--- config.mk ---
export PLATFORM = sky130hd
export DESIGN_NAME = hz_interlock
export DESIGN_NICKNAME = d
export VERILOG_FILES = /design/src/rtl/hz_pkg.sv /design/src/rtl/hz_pipe_reg.sv /design/src/rtl/hz_src_check.sv /design/src/rtl/hz_interlock.sv
export SDC_FILE = /design/constraint.sdc
export NUM_CORES = 1
export LEC_CHECK = 0
export ABC_AREA = 0
export ABC_CLOCK_PERIOD_IN_PS = 4300
export BUFFER_PORTS_ARGS = -buffer_cell sky130_fd_sc_hd__buf_2
export CAP_MARGIN = 20
export CORE_UTILIZATION = 45
export CTS_BUF_LIST = sky130_fd_sc_hd__clkbuf_4 sky130_fd_sc_hd__clkbuf_8
export CTS_CLUSTER_DIAMETER = 120
export DETAILED_ROUTE_END_ITERATION = 10
export PLACE_DENSITY = 0.66
export SETUP_SLACK_MARGIN = 0.2
export SLEW_MARGIN = 30
export SYNTH_ARGS = -nofsm -noshare
export SYNTH_HDL_FRONTEND = slang
export SYNTH_HIERARCHICAL = 1
export SYNTH_SLANG_ARGS = --single-unit
--- constraint.sdc ---
create_clock -name clk_i -period 4.3 [get_ports clk_i]
set_input_delay 0.645 -clock clk_i [delete_from_list [all_inputs] [get_ports clk_i]]
set_output_delay 0.645 -clock clk_i [all_outputs]
set_load 0.01 [all_outputs]
--- src/rtl/hz_pkg.sv ---
package hz_pkg;
  localparam int unsigned SRC_N = 2;

  typedef enum logic {
    FWD_RF = 1'b0,
    FWD_EX = 1'b1
  } fwd_sel_e;
endpackage

--- src/rtl/hz_pipe_reg.sv ---
module hz_pipe_reg #(
  parameter int unsigned W = 8
) (
  input  logic         clk_i,
  input  logic         rst_ni,
  input  logic         load_i,
  input  logic         kill_i,
  input  logic [W-1:0] d_i,
  output logic [W-1:0] q_o
);
  always_ff @(posedge clk_i or negedge rst_ni) begin
    if (!rst_ni)     q_o <= '0;
    else if (kill_i) q_o <= '0;
    else if (load_i) q_o <= d_i;
  end
endmodule

--- src/rtl/hz_src_check.sv ---
module hz_src_check
  import hz_pkg::*;
#(
  parameter int unsigned REG_W = 5
) (
  input  logic [REG_W-1:0] src_i,
  input  logic             ex_valid_i,
  input  logic             ex_we_i,
  input  logic             ex_load_i,
  input  logic [REG_W-1:0] ex_rd_i,
  input  logic             mem_valid_i,
  input  logic             mem_we_i,
  input  logic [REG_W-1:0] mem_rd_i,
  input  logic             wb_valid_i,
  input  logic             wb_we_i,
  input  logic [REG_W-1:0] wb_rd_i,
  output logic             stall_o,
  output fwd_sel_e         fwd_o
);
  logic src_live, hit_ex, hit_mem, hit_wb;

  // register 0 never carries a dependence
  assign src_live = (src_i != '0);
  assign hit_ex   = src_live && ex_valid_i  && ex_we_i  && (ex_rd_i  == src_i);
  assign hit_mem  = src_live && mem_valid_i && mem_we_i && (mem_rd_i == src_i);
  assign hit_wb   = src_live && wb_valid_i  && wb_we_i  && (wb_rd_i  == src_i);

  // youngest producer decides; only a non-load in execute can bypass
  always_comb begin
    fwd_o   = FWD_RF;
    stall_o = 1'b0;
    if (hit_ex) begin
      if (ex_load_i) stall_o = 1'b1;
      else           fwd_o   = FWD_EX;
    end else if (hit_mem || hit_wb) begin
      stall_o = 1'b1;
    end
  end
endmodule

--- src/rtl/hz_interlock.sv ---
module hz_interlock
  import hz_pkg::*;
#(
  parameter int unsigned NUM_REGS = 32,
  localparam int unsigned REG_W   = $clog2(NUM_REGS)
) (
  input  logic             clk_i,
  input  logic             rst_ni,
  input  logic             if_valid_i,
  input  logic [REG_W-1:0] if_rs1_i,
  input  logic [REG_W-1:0] if_rs2_i,
  input  logic [REG_W-1:0] if_rd_i,
  input  logic             if_we_i,
  input  logic             if_load_i,
  input  logic             ex_taken_i,
  output logic             stall_fetch_o,
  output logic             stall_decode_o,
  output logic             bubble_ex_o,
  output logic             flush_o,
  output logic             fwd_a_o,
  output logic             fwd_b_o,
  output logic             id_valid_o,
  output logic             ex_valid_o,
  output logic             mem_valid_o,
  output logic             wb_valid_o,
  output logic             wb_we_o,
  output logic [REG_W-1:0] wb_rd_o
);
  // common layout: {rd, load, we, valid}
  localparam int unsigned P_W   = REG_W + 3;
  localparam int unsigned ID_W  = P_W + SRC_N * REG_W;
  localparam int unsigned EX_W  = P_W + SRC_N;
  localparam int unsigned O_V   = 0;
  localparam int unsigned O_WE  = 1;
  localparam int unsigned O_LD  = 2;
  localparam int unsigned O_RD  = 3;
  localparam int unsigned O_SRC = P_W;

  logic [ID_W-1:0] id_d, id_q;
  logic [EX_W-1:0] ex_d, ex_q;
  logic [P_W-1:0]  mem_q, wb_q;

  logic [REG_W-1:0] id_src [SRC_N];
  logic [SRC_N-1:0] src_stall;
  fwd_sel_e         src_fwd [SRC_N];
  logic [SRC_N-1:0] fwd_bits;

  logic hazard, flush, stall;

  // ---------------- decode stage ----------------
  assign id_d = {if_rs2_i, if_rs1_i, if_rd_i, if_load_i, if_we_i & if_valid_i, if_valid_i};

  hz_pipe_reg #(.W(ID_W)) u_id_reg (
    .clk_i  (clk_i),
    .rst_ni (rst_ni),
    .load_i (~stall),
    .kill_i (flush),
    .d_i    (id_d),
    .q_o    (id_q)
  );

  for (genvar s = 0; s < SRC_N; s++) begin : g_src
    assign id_src[s] = id_q[O_SRC + s*REG_W +: REG_W];

    hz_src_check #(.REG_W(REG_W)) u_chk (
      .src_i       (id_src[s]),
      .ex_valid_i  (ex_q[O_V]),
      .ex_we_i     (ex_q[O_WE]),
      .ex_load_i   (ex_q[O_LD]),
      .ex_rd_i     (ex_q[O_RD +: REG_W]),
      .mem_valid_i (mem_q[O_V]),
      .mem_we_i    (mem_q[O_WE]),
      .mem_rd_i    (mem_q[O_RD +: REG_W]),
      .wb_valid_i  (wb_q[O_V]),
      .wb_we_i     (wb_q[O_WE]),
      .wb_rd_i     (wb_q[O_RD +: REG_W]),
      .stall_o     (src_stall[s]),
      .fwd_o       (src_fwd[s])
    );

    assign fwd_bits[s] = id_q[O_V] && (src_fwd[s] == FWD_EX);
  end

  // ---------------- control ----------------
  assign flush  = ex_q[O_V] && ex_taken_i;
  assign hazard = id_q[O_V] && (|src_stall);
  assign stall  = hazard && !flush;

  // ---------------- execute stage ----------------
  assign ex_d = {fwd_bits, id_q[P_W-1:0]};

  hz_pipe_reg #(.W(EX_W)) u_ex_reg (
    .clk_i  (clk_i),
    .rst_ni (rst_ni),
    .load_i (1'b1),
    .kill_i (flush | hazard),
    .d_i    (ex_d),
    .q_o    (ex_q)
  );

  // ---------------- memory and writeback ----------------
  hz_pipe_reg #(.W(P_W)) u_mem_reg (
    .clk_i  (clk_i),
    .rst_ni (rst_ni),
    .load_i (1'b1),
    .kill_i (1'b0),
    .d_i    (ex_q[P_W-1:0]),
    .q_o    (mem_q)
  );

  hz_pipe_reg #(.W(P_W)) u_wb_reg (
    .clk_i  (clk_i),
    .rst_ni (rst_ni),
    .load_i (1'b1),
    .kill_i (1'b0),
    .d_i    (mem_q),
    .q_o    (wb_q)
  );

  // ---------------- outputs ----------------
  assign stall_fetch_o  = stall;
  assign stall_decode_o = stall;
  assign bubble_ex_o    = stall;
  assign flush_o        = flush;
  assign fwd_a_o        = ex_q[P_W];
  assign fwd_b_o        = ex_q[P_W+1];
  assign id_valid_o     = id_q[O_V];
  assign ex_valid_o     = ex_q[O_V];
  assign mem_valid_o    = mem_q[O_V];
  assign wb_valid_o     = wb_q[O_V];
  assign wb_we_o        = wb_q[O_WE];
  assign wb_rd_o        = wb_q[O_RD +: REG_W];
endmodule

==> flow_summary_export.csv, run 1 <==
group,metric,value,unit
worst_setup_path,startpoint_type,"register",
cells_and_area,fill_cells,458,
clock_network,clkSinkCount,42,
die,core-area,0.00475,mm2
worst_setup_path,path_max_fanout,5,
detailed_routing,route.detailed.drc,0,
worst_setup_path,crit_arrival,2290,ps
timing,final-setup-viol-count,0,
die,dieWidth,72.7,um
clock_network,numCtsBuffers,5,
global_route,antenna_found_initial,0,
timing,holdWs,325,ps
cells_and_area,n_antenna_cell,0,
clock_network,htree_levels,2,
worst_setup_path,worstPathCellList,"or4_4, nor2_2, nand3b_2, mux2_4, o21ai_2, a21oi_1, buf_2",
detailed_routing,post_drt_wl_per_cell,14.5,um
power_and_ir_drop,power.density,363,mW/mm2
clock_network,hold_buffers,0,
cells_and_area,area_delta_synth_final,13.0,%
global_route,grt_max_degree,43,
yosys,yosys_warnings,6,
timing,fin_worst_skew,3.02,ps
timing,period_share,68.2,%
die,start_util,47.3,%
clock_network,cts.clk_slew.worst_paths,80,ps
detailed_routing,totalWireLength,4480,um
status,status,"complete, no violations",
timing,tns,0,ps
global_route,grt-ovfl-total,0,
clock_network,ctsLongestPathBuffers,2,
worst_setup_path,rrSetupSlack,1670,ps
flow_run,cap_violations,0,
worst_setup_path,worst-setup-path-type,"reg -> out",
clock_network,clock_latency,300,ps
die,io_pins,37,
timing,rsz0062_at_grt,"false",
worst_setup_path,crit_path_max_incr_delay,560,ps
clock_network,cts_tree,"done",
min_path,hold_path_class,"in -> async",
worst_setup_path,worstPathRequired,3650,ps
global_route,grt_pass1_wl,7250,um
detailed_routing,final_antenna_net_count,0,
timing,slew_violations,0,
die,dieArea,0.00528,mm2
placement,place_congestion,0.826,
power_and_ir_drop,leakagePower,1.43,nW
worst_setup_path,reg2regPathDepth,9,
worst_setup_path,end_kind,"primary output",
worst_setup_path,crit_family,"simple AND/OR/NAND/NOR gates",
cells_and_area,final_common_cell,"nor2_1",
global_route,grt_pass1_vias,1395,
placement,detailed_place_hpwl,3210,um
cells_and_area,final_cell_mix,"44 x nor2_1, 42 x mux2i_1, 42 x dfrtp_1",
yosys,syn_area,0.00225,mm2
worst_setup_path,critPathBufInv,1,
worst_setup_path,worstReg2RegStart,"u_id_reg/q_o[14]",
timing,period_needed,2930,ps
die,die_height,72.7,um
cells_and_area,finish.net_count,263,
timing,hold_viol,0,
yosys,synth_area_per_cell,10.9,um2
placement,place_area,0.00243,mm2
placement,dp.cells,302,
detailed_routing,vias,1560,
power_and_ir_drop,ir_drop,0.000213,V
worst_setup_path,reg2reg_to,"u_id_reg/q_o[1]",
timing,fmax,341,MHz
cells_and_area,final_util,53.4,%
cells_and_area,stdcell_area,0.00254,mm2
detailed_routing,drt_iter0_drc,68,
cells_and_area,drive_above_1_share,23.0,%
die,rows,25,
timing,maxSlewHeadroom,58.6,%
clock_network,ctsRootBufferMaster,"clkbuf_8",
detailed_routing,drt_pass1_iterations,4,
global_route,track_usage,18.8,%
yosys,syn_inst,207,
clock_network,postCtsSetupBuffers,0,
worst_setup_path,slowest_stage,"or4_4",
placement,portBuffers,36,
cells_and_area,layoutNonFillerInstCount,310,
clock_network,cts_resized,0,
detailed_routing,viasPerCell,5.03,
timing,max_slew.worst_pin.slew,620,ps
-- worst max-delay path by stage --
stage	to	cells after the start	start
2_1_floorplan	stall_decode_o	7	u_id_reg/q_o[14]
3_3_place_gp	u_id_reg/q_o[9]	9	u_id_reg/q_o[14]
3_5_place_dp	u_id_reg/q_o[1]	9	u_id_reg/q_o[14]
4_1_cts	stall_decode_o	7	u_id_reg/q_o[14]
5_1_grt	bubble_ex_o	7	u_id_reg/q_o[14]
6_report	stall_decode_o	7	u_id_reg/q_o[14]
-- where the power goes --
part / total [mW] / switching [mW] / internal [mW] / leakage, nW
sequential: 0.481 / 0.0523 / 0.428 / 0.539
clock: 0.310 / 0.139 / 0.171 / 0.0579
combinational: 0.131 / 0.0698 / 0.0615 / 0.831
-- flip-flops by register name, indices dropped and copies added, names as in the netlist --
signal	count
u_mem_reg/q_o	7
u_ex_reg/q_o	10
u_wb_reg/q_o	7
u_id_reg/q_o	18
-- metal layers --
| metal | GRT usage, % | part of all wire (%) |
|---|---|---|
| met1 | 27.7 | 51 |
| met2 | 26.9 | 44 |
| met3 | 4.56 | 3.4 |
| met4 | 6.54 | 1.5 |
| met5 | 0 | 0 |
-- layout make-up --
type	instances	area [um2]	share of cell area (%)
Multi-Input combinational cell	149	1080	42.5
Tap cell	67	83.8	3.30
Clock buffer	5	68.8	2.71
Clock inverter	3	40.0	1.58
Inverter	7	26.3	1.03
Timing Repair Buffer	37	190	7.48
Sequential cell	42	1050	41.4
-- stage by stage --
stage	power [mW]	setup WS (ps)
finish	0.922	1370
floorplan	0.572	1750
CTS	0.926	1360
global route	0.972	1230
global placement	0.618	1700
detailed placement	0.620	1680
(Power assumes the default switching activity.)
==> inputs of run 2 (changes only) <==
--- a/config.mk
+++ b/config.mk
@@ -5,15 +5,14 @@
 export SDC_FILE = /design/constraint.sdc
 export NUM_CORES = 1
 export LEC_CHECK = 0
-export ABC_AREA = 0
-export ABC_CLOCK_PERIOD_IN_PS = 4300
+export ABC_AREA = 1
+export ABC_CLOCK_PERIOD_IN_PS = 2800
 export BUFFER_PORTS_ARGS = -buffer_cell sky130_fd_sc_hd__buf_2
 export CAP_MARGIN = 20
 export CORE_UTILIZATION = 45
 export CTS_BUF_LIST = sky130_fd_sc_hd__clkbuf_4 sky130_fd_sc_hd__clkbuf_8
 export CTS_CLUSTER_DIAMETER = 120
 export DETAILED_ROUTE_END_ITERATION = 10
-export PLACE_DENSITY = 0.66
 export SETUP_SLACK_MARGIN = 0.2
 export SLEW_MARGIN = 30
 export SYNTH_ARGS = -nofsm -noshare
==> constraint.sdc (replaced) <==
create_clock -name clk_i -period 2.8 [get_ports clk_i]
set_input_delay 0.42 -clock clk_i [delete_from_list [all_inputs] [get_ports clk_i]]
set_output_delay 0.42 -clock clk_i [all_outputs]
set_load 0.01 [all_outputs]
==> run 2 against run 1 <==
  * Clock-buffer cell count stayed put
  * Wire length grew 44%
  * Area after synthesis grew 16%
  * Combinational power rose by 86%
  * Utilization down 0.65 points
  * Sequential power up 52%
  * Synthesized cell count grew 89%
  * Non-clock buffer count decreased by 1
  * Via count grew 55%
  * Worst setup slack got worse by 870 ps
  * Largest power group unchanged
==> flow_summary_export.csv, run 2 <==
group,metric,value,unit
detailed_routing,final_antenna_net_count,0,
clock_network,postCtsSetupBuffers,0,
detailed_routing,post_drt_wl_per_cell,12.8,um
cells_and_area,regArea,0.00105,mm2
die,io_pins,37,
clock_network,clkSinkCount,42,
clock_network,cts_tree,"done",
global_route,antenna_found_initial,0,
detailed_routing,route.detailed.drc,0,
clock_network,numCtsBuffers,5,
global_route,grt_max_degree,43,
cells_and_area,drive_above_1_share,17.6,%
timing,tns,0,ps
detailed_routing,drt_pass1_iterations,5,
cells_and_area,area_delta_synth_final,12.3,%
worst_setup_path,startpoint_type,"register",
detailed_routing,route.met2.wl,2800,um
cells_and_area,top_register,"u_id_reg/q_o",
clock_network,cts_resized,0,
die,start_util,47.0,%
timing,fin_worst_skew,5.38,ps
placement,place_congestion,0.881,
cells_and_area,reg_top3,"u_id_reg/q_o (18), u_ex_reg/q_o (10)",
timing,maxSlewHeadroom,64.4,%
yosys,syn_inst,392,
worst_setup_path,worst-setup-path-type,"reg -> out",
timing,final-setup-viol-count,0,
cells_and_area,n_antenna_cell,0,
timing,period_share,82.4,%
clock_network,ctsRootBufferMaster,"clkbuf_8",
yosys,syn_area,0.00260,mm2
detailed_routing,viasPerCell,4.78,
worst_setup_path,rrSetupSlack,530,ps
power_and_ir_drop,power.density,500,mW/mm2
status,status,"complete, no violations",
cells_and_area,multiInputGateArea,0.00129,mm2
timing,rsz0062_at_grt,"false",
die,core-area,0.00554,mm2
placement,portBuffers,36,
worst_setup_path,reg2regPathDepth,13,
clock_network,clock_latency,290,ps
worst_setup_path,end_kind,"primary output",
detailed_routing,totalWireLength,6470,um
worst_setup_path,worstPathRequired,2380,ps
worst_setup_path,path_max_fanout,6,
timing,slew_violations,0,
cells_and_area,largest_register_ffs,18,
die,dieWidth,78.1,um
cells_and_area,fill_cells,589,
power_and_ir_drop,power_frac_comb,16.7,%
global_route,track_usage,23.9,%
placement,place_area,0.00281,mm2
clock_network,ctsLongestPathBuffers,2,
power_and_ir_drop,pwr-share-clk,33.5,%
cells_and_area,final_common_cell,"nand2_1",
timing,hold_viol,0,
detailed_routing,vias,2415,
clock_network,hold_buffers,0,
detailed_routing,wl_met1,3210,um
yosys,synth_area_per_cell,6.65,um2
timing,period_needed,2310,ps
global_route,grt-ovfl-total,0,
detailed_routing,drt_iter0_drc,188,
die,rows,27,
worst_setup_path,crit_arrival,1890,ps
worst_setup_path,worstReg2RegStart,"u_ex_reg/q_o[4]",
timing,fmax,434,MHz
flow_run,cap_violations,0,
placement,detailed_place_hpwl,4820,um
timing,max_slew.worst_pin.slew,534,ps
cells_and_area,layoutNonFillerInstCount,505,
power_and_ir_drop,leakagePower,1.69,nW
global_route,grt_pass1_wl,11200,um
min_path,hold_path_class,"in -> async",
detailed_routing,routed.top_layer,"met4",
power_and_ir_drop,p_sw,459,uW
die,dieArea,0.00610,mm2
global_route,grt_pass1_vias,2279,
clock_network,htree_levels,2,
worst_setup_path,reg2reg_to,"u_id_reg/q_o[11]",
power_and_ir_drop,p_seq_share,49.8,%
die,die_height,78.1,um
cells_and_area,stdcell_area,0.00293,mm2
power_and_ir_drop,cell_internal_pwr,1.00,mW
placement,dp.cells,497,
cells_and_area,final_cell_mix,"186 x nand2_1, 51 x nand3_1, 41 x dfrtp_1",
detailed_routing,met3_length,389,um
clock_network,cts.clk_slew.worst_paths,90,ps
cells_and_area,finish.net_count,453,
power_and_ir_drop,switching_share,31.4,%
power_and_ir_drop,ir_drop,0.000259,V
yosys,yosys_warnings,6,
==> run 2: metal layers <==
| layer | vias up | track usage, % |
|---|---|---|
| met5 | - | 0 |
| met4 | 0 | 6.85 |
| met3 | 6 | 3.60 |
| met2 | 79 | 36.0 |
| met1 | 1068 | 35.4 |
| li1 | 1262 | - |
==> run 2: critical path, stage by stage (launching register included) <==
cell and delay (ps):
dfrtp_1 510, inv_1 70, nand2_1 80, nand2_1 60, nor2_1 100, nand2_1 70
nor2_2 90, nand2_1 50, nand3_1 60, nand2_1 60, o21ai_1 230, nor2_2 60
buf_2 140
==> run 2: power groups by stage <==
stage	sequential [mW]	combinational (mW)	clock [mW]
after floorplan	0.711	0.183	0
after global placement	0.742	0.237	0
after detailed placement	0.741	0.239	0
after CTS	0.729	0.239	0.500
after global routing	0.739	0.287	0.520
final	0.729	0.244	0.490
==> run 2: worst max path at each step <==
stage	from	endpoint	slack [ps]	cells after the start
6_report	u_ex_reg/q_o[4]	stall_decode_o	490	12
2_1_floorplan	u_ex_reg/q_o[3]	stall_decode_o	1010	12
3_5_place_dp	u_ex_reg/q_o[3]	u_id_reg/q_o[11]	500	13
4_1_cts	u_ex_reg/q_o[3]	stall_decode_o	430	12
3_3_place_gp	u_ex_reg/q_o[3]	u_id_reg/q_o[8]	580	13
5_1_grt	u_ex_reg/q_o[4]	stall_decode_o	200	12
==> run 2: stage by stage <==
stage | setup WS (ps) | hold WS, ps | util, % | total power [mW]
5_1_grt | 204 | 144 | 52.8 | 1.55
3_3_place_gp | 580 | 461 | 50.7 | 0.979
6_report | 493 | 91.9 | 52.8 | 1.46
4_1_cts | 427 | 120 | 52.8 | 1.47
2_1_floorplan | 1010 | 124 | - | 0.894
3_5_place_dp | 496 | 445 | 50.7 | 0.980
==> run 2: final cells by class <==
| class | count | share of cell area, % |
|---|---|---|
| Multi-Input combinational cell | 295 | 44.1 |
| Sequential cell | 42 | 36.0 |
| Inverter | 52 | 6.67 |
| Timing Repair Buffer | 36 | 6.24 |
| Tap cell | 72 | 3.08 |
| Clock buffer | 5 | 2.35 |
| Clock inverter | 3 | 1.54 |
